## src/rtl/irq_gate.sv

```systemverilog
module irq_gate #(
  parameter int ICW  = 16,
  parameter int CW   = 32,
  parameter int SW   = 8,
  parameter int DLY  = 4,
  parameter int WIN  = 1000
) (
  input  logic           clk,
  input  logic           rst_n,
  input  logic           ie_i,
  input  logic           eie_i,
  input  logic           exl_i,
  input  logic           erl_i,
  input  logic           en_ictl_i,
  input  logic           en_dma_i,
  input  logic           en_tmr_i,
  input  logic [ICW-1:0] ictl_stat_i,
  input  logic [ICW-1:0] ictl_mask_i,
  input  logic [15:0]    dma_stat_i,
  input  logic [15:0]    dma_mask_i,
  input  logic [CW-1:0]  cmp_i,
  input  logic [SW-1:0]  step_i,
  input  logic           bd_i,
  input  logic           ack_i,
  output logic           req_o,
  output logic [31:0]    code_o,
  output logic           bd_o,
  output logic [CW-1:0]  count_o
);
  localparam int DW = $clog2(DLY + 1);
  localparam logic [31:0] TMR_CODE = 32'h0080_8000;

  logic [DW-1:0] dly;
  logic          busy;
  logic          past_ok;

  wire ints_ok = ie_i & eie_i & ~exl_i & ~erl_i;
  wire ic_hit  = en_ictl_i & (|(ictl_stat_i & ictl_mask_i));
  wire dm_hit  = en_dma_i & ((|(dma_stat_i & dma_mask_i)) | dma_mask_i[15]);
  wire src_hit = ints_ok & (ic_hit | dm_hit);

  wire [CW-1:0] since = count_o - cmp_i;
  wire tmr_hit = ints_ok & en_tmr_i & (since < CW'(WIN));

  wire expire   = (dly == DW'(1));
  wire fire_src = expire & src_hit & ~busy;
  wire fire_tmr = tmr_hit & ~busy & ~fire_src;
  wire fire     = fire_src | fire_tmr;

  always_ff @(posedge clk) begin
    if (!rst_n) begin
      count_o <= '0;
      req_o   <= 1'b0;
      code_o  <= '0;
      bd_o    <= 1'b0;
      busy    <= 1'b0;
      dly     <= '0;
      past_ok <= 1'b0;
    end else begin
      past_ok <= 1'b1;
      count_o <= count_o + CW'(step_i);
      req_o   <= fire;
      if (fire_src)
        code_o <= {20'b0, dm_hit, ic_hit, 10'b0};
      else if (fire_tmr)
        code_o <= TMR_CODE;
      if (fire) bd_o <= bd_i;
      if (fire)       busy <= 1'b1;
      else if (ack_i) busy <= 1'b0;
      if (dly != '0)    dly <= dly - DW'(1);
      else if (src_hit) dly <= DW'(DLY);
    end
  end

  p_count_step_r7: assert property (@(posedge clk) disable iff (!rst_n)
    past_ok |-> count_o == $past(count_o) + CW'($past(step_i)));

  p_single_pulse_r8: assert property (@(posedge clk) disable iff (!rst_n)
    req_o |=> !req_o);

  p_hold_busy_r8: assert property (@(posedge clk) disable iff (!rst_n)
    busy |=> !req_o);

  p_gate_r1: assert property (@(posedge clk) disable iff (!rst_n)
    !ints_ok |=> !req_o);

  p_tmr_line_r6: assert property (@(posedge clk) disable iff (!rst_n)
    (past_ok && req_o && code_o == TMR_CODE) |-> $past(en_tmr_i));

  p_src_code_r5: assert property (@(posedge clk) disable iff (!rst_n)
    (req_o && code_o != TMR_CODE) |-> (code_o[10] || code_o[11]));
endmodule

```

## config.mk

```make
export PLATFORM = sky130hd
export DESIGN_NAME = irq_gate
export DESIGN_NICKNAME = d
export VERILOG_FILES = /design/src/rtl/irq_gate.sv
export SDC_FILE = /design/constraint.sdc
export NUM_CORES = 1
export LEC_CHECK = 0
export BUFFER_PORTS_ARGS = -buffer_cell sky130_fd_sc_hd__buf_2
export CORE_ASPECT_RATIO = 1.4
export CORE_MARGIN = 4
export CORE_UTILIZATION = 51
export CTS_CLUSTER_DIAMETER = 30
export CTS_CLUSTER_SIZE = 10
export DETAILED_ROUTE_END_ITERATION = 12
export PLACE_DENSITY = 0.8
export SLEW_MARGIN = 20
export SYNTH_ARGS = -nofsm -noshare
export SYNTH_HDL_FRONTEND = slang
export SYNTH_SLANG_ARGS = --single-unit
```

## constraint.sdc

```tcl
create_clock -name clk -period 4.6 [get_ports clk]
set_input_delay 0.46 -clock clk [delete_from_list [all_inputs] [get_ports clk]]
set_output_delay 0.46 -clock clk [all_outputs]
set_load 0.03 [all_outputs]
```

==> results of run 1 <==
## worst max-delay path by stage
| stage | end | slack [ns] |
|---|---|---|
| 5_1_grt | code_o[10]$_SDFFE_PN0P_ | 0.40 |
| 4_1_cts | code_o[10]$_SDFFE_PN0P_ | 0.72 |
| 2_1_floorplan | code_o[10]$_SDFFE_PN0P_ | 1.06 |
| 3_3_place_gp | code_o[11]$_SDFFE_PN0P_ | 0.57 |
| 3_5_place_dp | code_o[10]$_SDFFE_PN0P_ | 0.52 |
| 6_report | code_o[10]$_SDFFE_PN0P_ | 0.69 |
## final cells by class
cell class | count | share of cell area (%)
Multi-Input combinational cell | 548 | 62.38
Sequential cell | 41 | 14.66
Timing Repair Buffer | 154 | 13.90
Inverter | 48 | 3.217
Tap cell | 107 | 2.391
Clock buffer | 5 | 2.234
Clock inverter | 3 | 1.229
## power breakdown
group | internal (mW) | total, mW | switching (mW) | leakage [nW]
logic | 0.274 | 0.709 | 0.435 | 2.28
registers | 0.390 | 0.432 | 0.0419 | 0.333
clock network | 0.313 | 0.467 | 0.154 | 0.0944
total | 0.977 | 1.61 | 0.630 | 2.71
## state kept, by name, summed over array words and instances, names as in the netlist
register / flops
busy: 1
bd_o: 1
dly: 3
count_o: 32
code_o: 3
req_o: 1
## worst reg2reg max path: stages, from the launching register on
cell	delay, ns
dfxtp_1	0.38
ha_1	0.47
o21ai_2	0.08
and3b_1	0.24
or4_1	0.48
or4_1	0.40
or4_1	0.54
nor4_1	0.27
nand4_1	0.16
nor4_2	0.35
nand3_1	0.18
a31o_1	0.25
## cell usage in the layout (no fill, tap or decap), drive strengths merged, types with 4 or more instances in the layout
master / count
a31oi: 5
xor2: 13
clkbuf: 5
nand4: 13
a21o: 11
nor4: 10
or4: 6
a211oi: 8
o22ai: 4
nand3: 23
o21ai: 37
nor2b: 6
a22oi: 9
ha: 39
nor2: 64
a221oi: 5
a21boi: 5
mux2i: 4
nand2b: 8
o211ai: 7
a21oi: 44
dfxtp: 41
conb: 28
inv: 49
nand2: 61
and3: 11
buf: 154
nor4b: 7
xnor2: 20
nor3: 21
o21a: 6
a2111oi: 5
and2: 11
a311oi: 4
or3: 6
## layer usage
| layer | global-route usage (%) | vias to the layer above | wire (um) | share of wire (%) |
|---|---|---|---|---|
| met4 | 9.870 | 0 | 592 | 3.9 |
| li1 | - | 2635 | - | - |
| met5 | 0 | - | 0 | 0 |
| met1 | 28.36 | 2491 | 5626 | 38 |
| met3 | 3.694 | 49 | 846 | 5.6 |
| met2 | 49.73 | 230 | 7932 | 53 |
## stage by stage
stage / std cells / total power [mW]
after floorplan: 691 / 0.9631
after global placement: 898 / 1.106
after detailed placement: 898 / 1.135
after CTS: 906 / 1.602
after global routing: 906 / 1.696
final: 906 / 1.607
## cell families (layout without fill, tap and decap cells)
logic type / Yosys count / in the layout / share of synthesized area, %
AOI/OAI and AO/OA: 181 / 181 / 25.51
DFF: 41 / 41 / 17.27
and+or+nand+nor: 261 / 261 / 27.94
other: 1 / 28 / 0.07891
xor gates and xnor gates: 33 / 33 / 6.082
buffers and inverters: 102 / 210 / 11.35
adders and majority gates: 40 / 40 / 10.69
muxes: 5 / 5 / 1.080
==> metrics.txt, run 1 <==
post-place instance area 5406 sq um; post-route setup TNS 0 ns; number of remaining DRC errors 0; GP Congestion 0.9738; worst setup path start count_o[16]$_SDFF_PN0_; minimum clock period 3.915 ns; Tot GR Track Use 26.25%; post-synthesis sequential area ratio 17.27%; worst slew pin tran 0.8185 ns; hold violation total from the final report 0; Min-Delay Path Class input pin to register; WP data required 4.78 ns; nets@finish 953; Post-synth EDFFs 0; Synth Area per Inst 7.157 sq um; clock sinks 41; Cells after Synth 664; Routed wire per std cell 16.55 um; Worst Setup Start Kind register; DIE WIDTH 89.58 um; Hold Buf Count CTS 0; R2R Setup Slk 0.69 ns; CTS tree done; r2r endpoint code_o[10]$_SDFFE_PN0P_; antenna violations before repair 0; Antenna Cells 0; multi-input combinational cell area 3493 sq um; status finished clean; Worst EP arrival 4.09 ns; Hold Crit Depth 3; largest net degree at the start of global routing 34; max_cap viols 0; Syn Std Cell Area 4752 sq um; Final Max Tran Viols 0; share of the synthesized area in the top cell type 17.27%; ys async rst share 0%; share of cells above drive strength 1 21.53%; Power Density 287.0 nW/um^2; drt pass-1 iters 4; Main synth FF type dfxtp_1; Starting Density 52.34%; critical path depth in cells 11; post-synth top area cell dfxtp_1; vias in the first global route 5184; crit path buf inv count 0; FF+latch count, synth 41; register area 820.8 sq um; WHS Endpoint bd_o$_SDFFE_PN0P_; Post-DP HPWL 12570 um; TritonCTS Buffers 5; Via Count 5405; site row count 41; Leak 2.706 nW; CP max-delay cell or4_1; post-synth cell types 74; most used cell, CP or4_1; Cell Chain, Critical Path ha_1, o21ai_2, and3b_1, or4_1, or4_1, or4_1, nor4_1, nand4_1, nor4_2, nand3_1, a31o_1; Die Footprint 10950 sq um; Worst-Skew Late Latency 0.29 ns; Detail Route Antenna Nets 0; Total Wirelength 15000 um; critical path fanouts, max 8; hold_ws 0.4305 ns; setup ws final 0.6850 ns; min-delay src bd_i; Post-CTS Setup Bufs 0; CTS Buffer Depth 2; Place WS 0.5188 ns; Fill cells 856; Final Core Density 61.68%; period utilization 85.11%; die height 122.2 um; initial DRC count 308; global route overflow 0; Finish-stage setup viols 0; fmax 255.4 MHz; area added between synthesis and finish 17.85%; kind of critical path register to register; RSZ-0062 raised after global routing no; Top Ports 181; CTS-repair resized insts 0; DR vias/cell 5.966; CTS root buf clkbuf_16; clk_skew 0.008783 ns; synth top area cells dfxtp_1, ha_1, buf_4; worst rel slew slack 44.03%; Max VDD drop 0.0001715 V; Final Instance Area 5600 sq um; global-route wire length before repair 23120 um; Placeable Area 9080 sq um; FF-to-FF Start count_o[16]$_SDFF_PN0_; top cells by count, synth nor2_1, nand2_1, inv_1, a21oi_1, dfxtp_1; IO buf count 151; max incr delay on CP 0.54 ns; YS warnings 0; H-tree Lvls 2; worst r2r path cells 11; delay-heaviest family, CP simple AND/OR/NAND/NOR gates; Clock Pin Slew Worst Setup and Hold Paths 0.07 ns; top-count cell post-synth nor2_1; Setup crit end kind register
No activity file was read; power rests on OpenSTA's default activity.
==> run 2, diff against run 1 <==
Settings changed: CORE_MARGIN 4 to not set.
==> run 2 against run 1 <==
Clock power is 13% lower. Total power is 3.4% lower. Wire length is 0.87% lower. Fmax is 0.61% lower. Core utilization is 0.27 points higher. Setup slack worse by 0.024 ns. Cell area is 0.13% lower. Die area is 11% lower. Sequential share of layout area hardly changed. First-iteration DRC count is 7.1% higher.
==> metrics.txt, run 2 (synthesized netlist as in run 1, its figures left out) <==
Clock Pin Slew Worst Setup and Hold Paths 0.06 ns; r2r endpoint code_o[11]$_SDFFE_PN0P_; worst r2r path cells 11; Fill cells 856; Top Registers count_o: 32 flops, code_o: 3 flops, dly: 3 flops; setup ws final 0.6609 ns; hold violation total from the final report 0; Pwr Total 1.553 mW; DIE WIDTH 83.58 um; status finished clean; Finish-stage setup viols 0; Antenna Cells 0; clock sinks 41; global-route wire length before repair 23490 um; R2R Setup Slk 0.66 ns; internal power 0.9222 mW; sw power 0.6313 mW; CTS root buf clkbuf_16; Largest register FFs 32; Die Footprint 9713 sq um; global route overflow 0; site row count 41; Seq pwr share 27.9%; worst slew pin tran 0.8296 ns; Final Max Tran Viols 0; Leak 2.702 nW; Post-CTS Setup Bufs 0; WP data required 4.78 ns; max_cap viols 0; Top Ports 181; Worst-Skew Late Latency 0.29 ns; drt pass-1 iters 6; min-delay src bd_i; FF-to-FF Start count_o[16]$_SDFF_PN0_; clk_skew 0.005593 ns; Tot GR Track Use 29.69%; Hold Buf Count CTS 0; vias in the first global route 5033; antenna violations before repair 0; Routed wire per std cell 16.37 um; share of cells above drive strength 1 21.72%; Hold Crit Depth 3; Max VDD drop 0.0002730 V; worst rel slew slack 43.26%; IO buf count 151; CTS-repair resized insts 0; Starting Density 52.63%; H-tree Lvls 2; Power Density 277.8 nW/um^2; multi-input combinational cell area 3493 sq um; commonest non-fill, non-tap cells in the layout buf_2, nor2_1, nand2_1; largest net degree at the start of global routing 34; Place WS 0.5431 ns; RSZ-0062 raised after global routing no; initial DRC count 330; TritonCTS Buffers 5; Detail Route Antenna Nets 0; most flop-heavy register count_o; Comb pwr share 45.9%; Total Wirelength 14870 um; CTS tree done; Worst EP arrival 4.12 ns; Setup crit end kind register; Net Sw Frac 40.64%; hold_ws 0.4194 ns; register area 820.8 sq um; area added between synthesis and finish 17.69%; nets@finish 955; GP Congestion 0.9947; post-route setup TNS 0 ns; minimum clock period 3.939 ns; Worst Setup Start Kind register; number of remaining DRC errors 0; critical path fanouts, max 8; most common cell after layout, fill and taps aside buf_2; Post-DP HPWL 12180 um; period utilization 85.63%; fmax 253.9 MHz; WHS Endpoint bd_o$_SDFFE_PN0P_; Via Count 5364; kind of critical path register to register; die height 116.2 um; Min-Delay Path Class input pin to register; Placeable Area 9029 sq um; Clk pwr share 26.3%; DR vias/cell 5.907; CTS Buffer Depth 2
## run 2: changes by cell type in the layout (fill, tap and decap cells not counted), sizes merged
cell,change
clkinvlp,+1
inv,-1
buf,+2
clkinv,+1
bufinv,-1
## run 2: worst max-delay path by stage
stage	from	end	slack (ns)	depth (start not counted)
CTS	count_o[16]$_SDFF_PN0_	code_o[11]$_SDFFE_PN0P_	0.72	11
floorplan	count_o[29]$_SDFF_PN0_	code_o[10]$_SDFFE_PN0P_	1.06	12
global route	count_o[16]$_SDFF_PN0_	code_o[11]$_SDFFE_PN0P_	0.53	11
detailed placement	cmp_i[16]	code_o[11]$_SDFFE_PN0P_	0.54	13
global placement	cmp_i[15]	code_o[11]$_SDFFE_PN0P_	0.57	13
finish	count_o[16]$_SDFF_PN0_	code_o[11]$_SDFFE_PN0P_	0.66	11
## run 2: per-layer routing
layer	vias to the layer above	wire length (um)	track usage [%]
li1	2636	-	-
met1	2445	5827	32.38
met2	237	7747	58.16
met3	46	742	3.110
met4	0	550	12.43
met5	-	0	0
## run 2: power by group through the flow
stage | sequential (mW) | clock (mW) | combinational [mW]
floorplan | 0.475 | 0 | 0.488
global placement | 0.437 | 0 | 0.670
detailed placement | 0.441 | 0 | 0.695
CTS | 0.433 | 0.411 | 0.700
global route | 0.438 | 0.424 | 0.785
finish | 0.433 | 0.408 | 0.713
## run 2: critical path: stages (launching register included)
cell	delay [ns]
dfxtp_1	0.38
ha_1	0.48
o21ai_2	0.08
and3b_1	0.24
or4_1	0.48
or4_1	0.40
or4_1	0.53
nor4_1	0.27
nand4_1	0.16
nor4_2	0.37
nand3_1	0.18
a31o_1	0.25
## run 2: final cells by class
cell class,instances,share of cell area (%)
Timing Repair Buffer,156,14.18
Sequential cell,41,14.68
Multi-Input combinational cell,548,62.46
Clock inverter,3,0.8277
Tap cell,107,2.394
Inverter,48,3.221
Clock buffer,5,2.237
## run 2: stage by stage
| step | utilization (%) | cell area, sq um | cells |
|---|---|---|---|
| after detailed placement | 60.05 | 5421 | 900 |
| after global placement | 60.05 | 5421 | 900 |
| final | 61.95 | 5593 | 908 |
| after floorplan | - | 4853 | 691 |
| after CTS | 61.95 | 5593 | 908 |
| after global routing | 61.95 | 5593 | 908 |
==> run 3, diff against run 2 <==
Settings changed: CORE_MARGIN set to 1.5.
==> run 3 against run 2 <==
Core utilization shrank 0.11 points. Wire length is 1.3% lower. Fmax grew 0.38%. Sequential power barely moved. Critical path type unchanged. Largest cell class unchanged.
==> metrics.txt, run 3 (synthesized netlist as in run 1, its figures left out) <==
Final Max Tran Viols 0; Via Count 5433; post-place instance area 5414 sq um; Routed wire per std cell 16.19 um; sw power 0.6376 mW; status finished clean; Clk pwr share 26.8%; Power Density 280.2 nW/um^2; GP Congestion 0.9635; Detail Route Antenna Nets 0; most common cell after layout, fill and taps aside buf_2; die height 117.2 um; Min-Delay Path Class input pin to register; Clock Pin Slew Worst Setup and Hold Paths 0.07 ns; Cell Chain, Critical Path ha_1, o21ai_2, and3b_1, or4_1, or4_1, or4_1, nor4_1, nand4_1, nor4_2, nand3_1, a31o_1; global-route wire length before repair 22510 um; antenna violations before repair 0; critical path fanouts, max 8; most used cell, CP or4_1; Total Wirelength 14680 um; Worst-Skew Late Latency 0.29 ns; Hold Buf Count CTS 0; vias in the first global route 5042; worst slew pin tran 0.7400 ns; CTS root buf clkbuf_16; Post-DP HPWL 12010 um; Tot GR Track Use 27.76%; CTS Buffer Depth 2; clock sinks 41; delay-heaviest family, CP simple AND/OR/NAND/NOR gates; Net Sw Frac 40.76%; most flop-heavy register count_o; max_cap viols 0; DIE WIDTH 84.58 um; Final Core Density 61.83%; Post-CTS Setup Bufs 0; RSZ-0062 raised after global routing no; Comb pwr share 45.6%; Fill cells 811; number of remaining DRC errors 0; Antenna Cells 0; area added between synthesis and finish 17.48%; fmax 254.8 MHz; Top Registers count_o: 32 flops, code_o: 3 flops, dly: 3 flops; TritonCTS Buffers 5; critical path depth in cells 11; site row count 41; Placeable Area 9029 sq um; Die Footprint 9914 sq um; post-route setup TNS 0 ns; nets@finish 954; global route overflow 0; Max VDD drop 0.0002480 V; worst rel slew slack 49.39%; Leak 2.701 nW; drt pass-1 iters 5; Top Ports 181; WP data required 4.79 ns; hold violation total from the final report 0; CTS-repair resized insts 0; Hold Crit Depth 3; minimum clock period 3.924 ns; internal power 0.9265 mW; CTS tree done; Seq pwr share 27.5%; Final Instance Area 5583 sq um; kind of critical path register to register; Worst EP arrival 4.11 ns; worst r2r path cells 11; setup ws final 0.6757 ns; Place WS 0.5368 ns; CP max-delay cell or4_1; DR vias/cell 5.990; H-tree Lvls 2; commonest non-fill, non-tap cells in the layout buf_2, nor2_1, nand2_1; clk_skew 0.004781 ns; period utilization 85.31%; Worst Setup Start Kind register; largest net degree at the start of global routing 34; Largest register FFs 32; max incr delay on CP 0.54 ns; Starting Density 52.63%; Pwr Total 1.564 mW; Setup crit end kind register; initial DRC count 328; Finish-stage setup viols 0; crit path buf inv count 0; share of cells above drive strength 1 21.63%; IO buf count 151
## run 3: cell types whose count changed in the layout (fill, tap and decap cells not counted), sizes merged
cell and change:
buf -1, inv +1, clkinvlp -1
## run 3: layout make-up
cell class	count	area, sq um	area share [%]
clock buffers	5	125.1	2.241
clock inverters	3	43.79	0.7844
inverters	48	180.2	3.227
multi-input cells	548	3493	62.57
flip-flops and latches	41	820.8	14.70
well taps	107	133.9	2.398
repair buffers	155	785.8	14.07
## run 3: routing by layer
layer	part of all wire, %	global-route usage [%]	vias to the layer above
li1	-	-	2635
met1	38	29.46	2469
met2	50	52.80	265
met3	5.9	3.647	64
met4	5.5	15.48	0
met5	0	0	-
## run 3: power groups by stage
stage	logic (mW)	registers, mW	clock network [mW]
after floorplan	0.488	0.475	0
after global placement	0.668	0.437	0
after detailed placement	0.697	0.439	0
after CTS	0.701	0.430	0.417
after global routing	0.784	0.434	0.432
final	0.714	0.430	0.420
## run 3: path summary, 6_finish.rpt
| check | from | end | slack (ns) |
|---|---|---|---|
| worst max register to register | count_o[16]$_SDFF_PN0_ | code_o[11]$_SDFFE_PN0P_ | 0.68 |
| worst max-delay path | count_o[16]$_SDFF_PN0_ | code_o[11]$_SDFFE_PN0P_ | 0.68 |
| worst min register to register | bd_o$_SDFFE_PN0P_ | bd_o$_SDFFE_PN0P_ | 0.46 |
| worst min-delay path | bd_i | bd_o$_SDFFE_PN0P_ | 0.40 |
## run 3: through the flow
step           std cells  hold slack [ns]
2_1_floorplan        691           0.4496
3_3_place_gp         899           0.4435
3_5_place_dp         899           0.4538
4_1_cts              907           0.4088
5_1_grt              907           0.4237
6_report             907           0.4013
## run 3: worst register-to-register path, cell delays in order, from the launching register on
cell and delay, ns:
dfxtp_1 0.37, ha_1 0.48, o21ai_2 0.09, and3b_1 0.25
or4_1 0.49, or4_1 0.39, or4_1 0.54, nor4_1 0.25
nand4_1 0.15, nor4_2 0.37, nand3_1 0.19, a31o_1 0.24
